==> src/rtl/lpm_ctrl.sv <==
module lpm_ctrl #(
  parameter int WAKE_W = 16,
  parameter int QUAL_W = 6,
  parameter int DATA_W = 16
) (
  input  logic              clk,
  input  logic              rst_n,
  input  logic              bus_we,
  input  logic [1:0]        bus_addr,
  input  logic [DATA_W-1:0] bus_wdata,
  output logic [DATA_W-1:0] bus_rdata,
  input  logic              idle_req,
  input  logic [WAKE_W-1:0] wake_n,
  input  logic              periph_irq,
  output logic              cpu_clk_en,
  output logic              per_clk_en,
  output logic              wdg_clk_en,
  output logic              osc_clk_en,
  output logic              wake_pulse
);
  localparam int CNT_W = QUAL_W + 1;

  typedef enum logic [1:0] {ST_RUN, ST_IDLE, ST_STBY, ST_HALT} st_t;

  st_t               st, st_nxt;
  logic [1:0]        mode;
  logic [QUAL_W-1:0] qual;
  logic [WAKE_W-1:0] wake_en;
  logic [CNT_W-1:0]  cnt;
  logic              hit, leave;

  assign hit = |(~wake_n & wake_en);

  always_ff @(posedge clk or negedge rst_n) begin
    if (!rst_n) begin
      mode    <= '0;
      qual    <= '0;
      wake_en <= '0;
    end else if (bus_we) begin
      if (bus_addr == 2'd0) begin
        mode <= bus_wdata[1:0];
        qual <= bus_wdata[QUAL_W+1:2];
      end else if (bus_addr == 2'd1) begin
        wake_en <= bus_wdata[WAKE_W-1:0];
      end
    end
  end

  always_comb begin
    bus_rdata = '0;
    if (bus_addr == 2'd0) bus_rdata[QUAL_W+1:0] = {qual, mode};
    else if (bus_addr == 2'd1) bus_rdata[WAKE_W-1:0] = wake_en;
  end

  always_comb begin
    st_nxt = st;
    leave  = 1'b0;
    case (st)
      ST_RUN:
        if (idle_req)
          st_nxt = (mode == 2'b00) ? ST_IDLE : (mode == 2'b01) ? ST_STBY : ST_HALT;
      ST_IDLE: leave = periph_irq | hit;
      ST_STBY: leave = hit && (cnt == CNT_W'(qual) + CNT_W'(1));
      default: leave = 1'b0;
    endcase
    if (leave) st_nxt = ST_RUN;
  end

  always_ff @(posedge clk or negedge rst_n) begin
    if (!rst_n) begin
      st         <= ST_RUN;
      cnt        <= '0;
      wake_pulse <= 1'b0;
    end else begin
      st         <= st_nxt;
      wake_pulse <= leave;
      if (st != ST_STBY || !hit) cnt <= '0;
      else cnt <= cnt + CNT_W'(1);
    end
  end

  assign cpu_clk_en = (st == ST_RUN);
  assign per_clk_en = (st == ST_RUN) || (st == ST_IDLE);
  assign wdg_clk_en = (st != ST_HALT);
  assign osc_clk_en = (st != ST_HALT);

  AST_ENTRY_NEEDS_STROBE: assert property (@(posedge clk) disable iff (!rst_n)
    ($past(st) == ST_RUN && st != ST_RUN) |-> $past(idle_req));
  AST_STBY_EXIT_QUALIFIED: assert property (@(posedge clk) disable iff (!rst_n)
    ($past(st) == ST_STBY && st == ST_RUN) |-> $past(hit));
  AST_STBY_IGNORES_IRQ: assert property (@(posedge clk) disable iff (!rst_n)
    (st == ST_STBY && periph_irq && !hit) |=> (st == ST_STBY));
  AST_HALT_HOLDS: assert property (@(posedge clk) disable iff (!rst_n)
    (st == ST_HALT) |=> (st == ST_HALT));
  AST_WAKE_WITH_CLOCK: assert property (@(posedge clk) disable iff (!rst_n)
    $rose(cpu_clk_en) |-> wake_pulse);
  AST_WAKE_SINGLE: assert property (@(posedge clk) disable iff (!rst_n)
    wake_pulse |=> !wake_pulse);
endmodule

==> config.mk <==
export PLATFORM = sky130hd
export DESIGN_NAME = lpm_ctrl
export DESIGN_NICKNAME = d
export VERILOG_FILES = /design/src/rtl/lpm_ctrl.sv
export SDC_FILE = /design/constraint.sdc
export NUM_CORES = 1
export LEC_CHECK = 0
export ABC_CLOCK_PERIOD_IN_PS = 2140
export BUFFER_PORTS_ARGS = -buffer_cell sky130_fd_sc_hd__buf_2
export CAP_MARGIN = 5
export CORE_MARGIN = 2
export CORE_UTILIZATION = 33
export DETAILED_ROUTE_END_ITERATION = 8
export PLACE_DENSITY = 0.62
export SLEW_MARGIN = 30
export SYNTH_ARGS = -nofsm -noshare
export SYNTH_HDL_FRONTEND = slang
export SYNTH_SLANG_ARGS = --single-unit
==> constraint.sdc <==
create_clock -name clk -period 2.14 [get_ports clk]
set_input_delay 0.107 -clock clk [delete_from_list [all_inputs] [get_ports clk]]
set_output_delay 0.107 -clock clk [all_outputs]
set_load 0.02 [all_outputs]
==> flow_summary_export.csv, run 1 <==
group,metric,value,unit
run_status,status,"finished clean",
synth,yosysWarnings,0,
power,ir_worst_vdd,0.378,mV
power,switchingPower,0.000505,W
global_route,grt_overflow_total,0,
layout,stdcell_area,2470,µm²
timing,fin_crit,1860,ps
synth,synth.distinct_cells,39,
synth,synth_edf_count,0,
layout,drive_gt1_frac,0.397,
global_route,grt_pass1_wl,7.38,mm
cts,htree_levels,2,
critical_path,required,2370,ps
critical_path,startpoint_type,"flop",
hold_path,hp-start,"bus_wdata[15]",
drt,wl_per_cell,15.0,µm
synth,synth_ff_type,"dfrtp_1",
power,p_leak,1.19,nW
timing,finalCritPeriodShare,0.869,
critical_path,worstSetupPathType,"reg2reg",
timing,max_slew.worst_pin.slew,770,ps
cts,cts_buffer_depth,2,
drt,post-route-drc-count,0,
floorplanning,rows,28,
floorplanning,die_h,82.2,µm
cts,cts_made_buffers,5,
cts,clock_latency,290,ps
critical_path,cp-startpoint,"qual[0]$_DFFE_PN0P_",
layout,register_area,851,µm²
timing,final.setup.tns,0,ps
synth,yosysMostFrequentCell,"dfrtp_1",
floorplanning,boundaryPins,60,
synth,syn-cell-area,2020,µm²
timing,fmaxAchievable,538,MHz
drt,via_per_inst,4.80,
synth,syn-num-nets,226,
flow_run,drv_cap,0,
power,clock_power_share,0.274,
synth,synthTopCellsByCount,"dfrtp_1, nor2_1, nor2b_1",
synth,synth_area_leaders,"dfrtp_1, mux2_2, mux2_1",
layout,multiInputGateArea,1080,µm²
critical_path,worstPathMaxFanout,5,
layout,nFillCells,573,
cts,cts_root_buf,"clkbuf_8",
critical_path,arrival,2090,ps
floorplanning,core_area,5920,µm²
global_route,antenna_found_initial,0,
floorplanning,start_util,0.341,
drt,firstDrtPassIters,4,
timing,slew_viol_final,0,
synth,synthArstFlopShare,1.00,
power,power_density,686,nW/µm²
cts,post_cts_buffers,0,
synth,syn_area_per_cell,11.2,µm²
synth,ys_ff_latch,34,
timing,final.setup.worst_slack,280,ps
drt,initialDrtViolationCount,90,
power,pwr-share-comb,0.244,
placed_design,place_hpwl,3.70,mm
cts,cts_sinks,34,
critical_path,critPathCaptureType,"flop",
power,p_total,0.00169,W
layout,area_growth,22.2,%
placed_design,dpl_cell_area,2370,µm²
timing,relSlewSlack,0.485,
power,power.share.switching,0.298,
critical_path,r2r_start,"qual[0]$_DFFE_PN0P_",
placed_design,gp_congestion,0.839,
cts,cts_tree,"built",
placed_design,dp_slack,283,ps
layout,final_nets,288,
synth,synth_top_area_share,0.422,
floorplanning,die_x,82.2,µm
placed_design,numPortBuffers,59,
timing,rsz0062_at_grt,"false",
global_route,grt_max_degree,35,
cts,clk_pin_slew,60,ps
timing,hold_ws,29.9,ps
hold_path,hp-class,"in2reg",
global_route,grt_pass1_vias,1425,
timing,final-setup-viol-count,0,
layout,antennaDiodeCount,0,
drt,routed-via-count,1521,
timing,fin_skew,4.39,ps
drt,ant_nets,0,
drt,drt_wl_total,4.76,mm
timing,hold_violations,0,
synth,yosysSeqAreaShare,0.422,
power,pwr-share-seq,0.482,
floorplanning,dieArea,6760,µm²
global_route,grt_usage,0.151,
power,intPower,0.00119,W
synth,yosys.area.top_type,"dfrtp_1",
synth,syn_inst,181,
## state kept, by name (all words and copies together), names as in the netlist
name,cells
wake_en,16
cnt,7
qual,6
mode,2
st,2
wake_pulse,1
## cell usage in the layout, fill, tap and decap left out, types with 5 or more instances in the layout
cell type and count:
a2111oi_2 6, and2_1 8, buf_2 59, clkbuf_8 6
dfrtp_1 34, ha_1 6, inv_1 6, mux2_1 10
mux2_2 14, mux2i_1 8, nand2_1 6, nor2_1 16
nor2b_1 15, xnor2_1 5, xor2_1 6
## final timing paths
kind	slack (ps)	cells after the start	endpoint
max in group asynchronous	1220	2	cnt[0]$_DFF_PN0_
min in group asynchronous	420	2	wake_en[11]$_DFFE_PN0P_
max	280	6	wake_pulse$_DFF_PN0_
min reg2reg	490	1	cnt[0]$_DFF_PN0_
min	30	2	wake_en[15]$_DFFE_PN0P_
max reg2reg	280	6	wake_pulse$_DFF_PN0_
## logic make-up (layout without fill, tap and decap cells)
| logic type | after synthesis | count (layout) | share of synthesized area |
|---|---|---|---|
| simple gates | 67 | 67 | 0.189 |
| flops | 34 | 34 | 0.422 |
| mux | 32 | 32 | 0.174 |
| buf+inv | 16 | 77 | 0.0428 |
| compound gates | 15 | 15 | 0.0880 |
| xor+xnor | 11 | 11 | 0.0477 |
| fa+ha+maj | 6 | 6 | 0.0372 |
## stage by stage
step	util	instances
6_report	0.417	317
5_1_grt	0.417	317
4_1_cts	0.417	317
3_5_place_dp	0.401	310
3_3_place_gp	0.401	310
2_1_floorplan	-	181
## metal layers
layer	global-route usage	wire [µm]	vias to the layer above	share of wire
li1	-	-	747	-
met5	0	0	-	0
met4	0.0400	48	0	0.010
met2	0.223	2220	45	0.47
met1	0.213	2220	721	0.47
met3	0.0478	268	8	0.056
## layout make-up
cell class,instances,share of cell area
multi-input cells,131,0.438
flip-flops and latches,34,0.345
repair buffers,63,0.133
clock buffers,6,0.0335
inverters,8,0.0122
well taps,75,0.0381
## timing repair
item,4_1_cts,5_1_grt
hold endpoints to repair,34,0
hold buffers,1,0
resized for setup,0,0
endpoints found under the setup margin,0,0
## power by group through the flow
stage                     Clock (W)  Combinational, W  Sequential [W]
after floorplan                   0          0.000314        0.000791
after global placement            0          0.000411        0.000824
after detailed placement          0          0.000415        0.000828
after CTS                  0.000480          0.000419        0.000817
after global routing       0.000512          0.000458        0.000829
final                      0.000464          0.000413        0.000816
## critical path, cell delays in order (launching register included)
cell,delay (ps)
dfrtp_1,430
ha_1,330
xnor2_1,190
o2111a_1,210
o21ai_1,100
a2111oi_4,390
or2_1,160
(Power assumes the default switching activity.)
==> run 2, diff against run 1 <==
- CORE_UTILIZATION: 33 -> 51
- PLACE_DENSITY: 0.62 -> 0.86
==> run 2 against run 1 <==
  * Count of clock-buffer cells in the layout down 1
  * Final area down 1.5%
  * Sequential share of layout area up 0.53 points
  * Maximum frequency down 1.8%
  * Wire length down 9.1%
  * Core utilization up 23 points
  * Power down 1.0%
  * First-iteration DRC count down 34%
  * Via count up 1.4%
  * Largest cell class unchanged
==> flow_summary_export.csv, run 2 (synthesized netlist as in run 1, its figures left out) <==
group,metric,value,unit
drt,via_per_inst,5.30,
run_status,status,"finished clean",
global_route,antenna_found_initial,0,
timing,rsz0062_at_grt,"false",
drt,initialDrtViolationCount,59,
layout,area_growth,20.3,%
cts,htree_levels,2,
floorplanning,core_area,3740,µm²
timing,relSlewSlack,0.502,
power,pwr-share-seq,0.487,
critical_path,reg2reg_slack,250,ps
drt,ant_nets,0,
drt,wl_per_cell,14.9,µm
global_route,grt_max_degree,35,
global_route,grt_pass1_wl,7.08,mm
cts,cts_sinks,34,
drt,routed-via-count,1543,
floorplanning,die_x,66.9,µm
cts,clk_pin_slew,70,ps
power,p_leak,1.19,nW
critical_path,max_stage_delay,480,ps
critical_path,critPathCaptureType,"flop",
layout,final_nets,288,
critical_path,worstPathMaxFanout,7,
floorplanning,die_h,66.9,µm
critical_path,cp_slowest_cell,"dfrtp_1",
cts,cts_tree,"built",
timing,final-setup-viol-count,0,
floorplanning,start_util,0.539,
critical_path,required,2300,ps
drt,firstDrtPassIters,4,
layout,drive_gt1_frac,0.399,
critical_path,crit_chain,"nor2b_1, or3_1, a31o_1, a2111oi_4, a2111oi_2",
timing,max_slew.worst_pin.slew,746,ps
layout,final_cell_mix,"buf_2, dfrtp_1, nor2_1",
critical_path,arrival,2050,ps
timing,fin_skew,6.31,ps
global_route,grt_pass1_vias,1541,
critical_path,startpoint_type,"flop",
timing,slew_viol_final,0,
flow_run,drv_cap,0,
layout,largest_reg_flops,16,
cts,clock_latency,300,ps
floorplanning,boundaryPins,60,
cts,cts_root_buf,"clkbuf_8",
timing,fmaxAchievable,528,MHz
timing,fin_crit,1890,ps
cts,post_cts_buffers,0,
power,power_density,690,nW/µm²
timing,finalCritPeriodShare,0.885,
cts,hold_buffers,1,
placed_design,numPortBuffers,59,
cts,cts_buffer_depth,2,
critical_path,worstSetupPathType,"reg2reg",
placed_design,gp_congestion,0.817,
power,intPower,0.00116,W
power,pwr-share-comb,0.242,
floorplanning,dieArea,4480,µm²
cts,post_cts_resized,0,
global_route,grt_usage,0.218,
floorplanning,rows,22,
layout,regMostFlops,"wake_en",
layout,final_common_cell,"buf_2",
timing,hold_violations,0,
placed_design,place_hpwl,3.35,mm
power,power.share.switching,0.309,
power,switchingPower,0.000518,W
drt,drt_wl_total,4.33,mm
critical_path,crit_family,"compound AO/OA/AOI/OAI gates",
drt,post-route-drc-count,0,
power,p_total,0.00168,W
critical_path,path_buf_inv,0,
timing,final.setup.tns,0,ps
cts,cts_made_buffers,5,
global_route,grt_overflow_total,0,
power,ir_worst_vdd,0.419,mV
layout,reg_top3,"wake_en (16), cnt (7), qual (6)",
power,clock_power_share,0.270,
hold_path,hp-class,"in2reg",
layout,antennaDiodeCount,0,
[run 2: through the flow]
| step | util | instances | instance area (µm²) | hold WS, ps | setup WS [ps] |
|---|---|---|---|---|---|
| final | 0.649 | 291 | 2430 | 22.0 | 247 |
| after global routing | 0.649 | 291 | 2430 | 37.8 | 138 |
| after CTS | 0.649 | 291 | 2430 | 17.8 | 238 |
| after detailed placement | 0.625 | 283 | 2340 | 225 | 255 |
| after global placement | 0.625 | 283 | 2340 | 217 | 334 |
| after floorplan | - | 181 | 2020 | -189 | 394 |
[run 2: final cells by class]
class | instances | area (µm²)
fill | 321 | 1320
clock inverter | 2 | 10.0
clock buffer | 5 | 68.8
timing repair buffer | 63 | 328
sequential | 34 | 851
multi-input combinational | 131 | 1080
inverter | 8 | 30.0
tap | 48 | 60.1
[run 2: worst reg2reg max path, delay by kind of cell (launching register included)]
kind / cells / cell delay (ps)
and+or+nand+nor: 2 / 510
DFF: 1 / 480
AOI/OAI and AO/OA: 3 / 760
[run 2: path summary, 6_finish.rpt]
kind                                   from                 endpoint  cells after the start
setup / recovery           cnt[4]$_DFF_PN0_        st[0]$_DFFE_PN0P_                      5
hold / removal                bus_wdata[15]  wake_en[15]$_DFFE_PN0P_                      2
setup reg to reg           cnt[4]$_DFF_PN0_        st[0]$_DFFE_PN0P_                      5
hold reg to reg            cnt[0]$_DFF_PN0_         cnt[0]$_DFF_PN0_                      1
max in group asynchronous             rst_n      qual[0]$_DFFE_PN0P_                      2
min in group asynchronous             rst_n      qual[5]$_DFFE_PN0P_                      2
[run 2: layer usage]
metal,routed length [µm],part of all wire,global-route usage,vias up
met1,1990,0.46,0.282,737
li1,-,-,-,749
met2,2040,0.47,0.336,49
met3,228,0.053,0.0524,8
met5,0,0,0,-
met4,71,0.016,0.117,0
[run 2: power by group through the flow]
stage	Sequential [W]	Combinational [W]	Clock (W)
final	0.000816	0.000406	0.000453
after global routing	0.000832	0.000450	0.000486
after CTS	0.000816	0.000411	0.000464
after detailed placement	0.000829	0.000408	0
after global placement	0.000822	0.000399	0
after floorplan	0.000791	0.000314	0
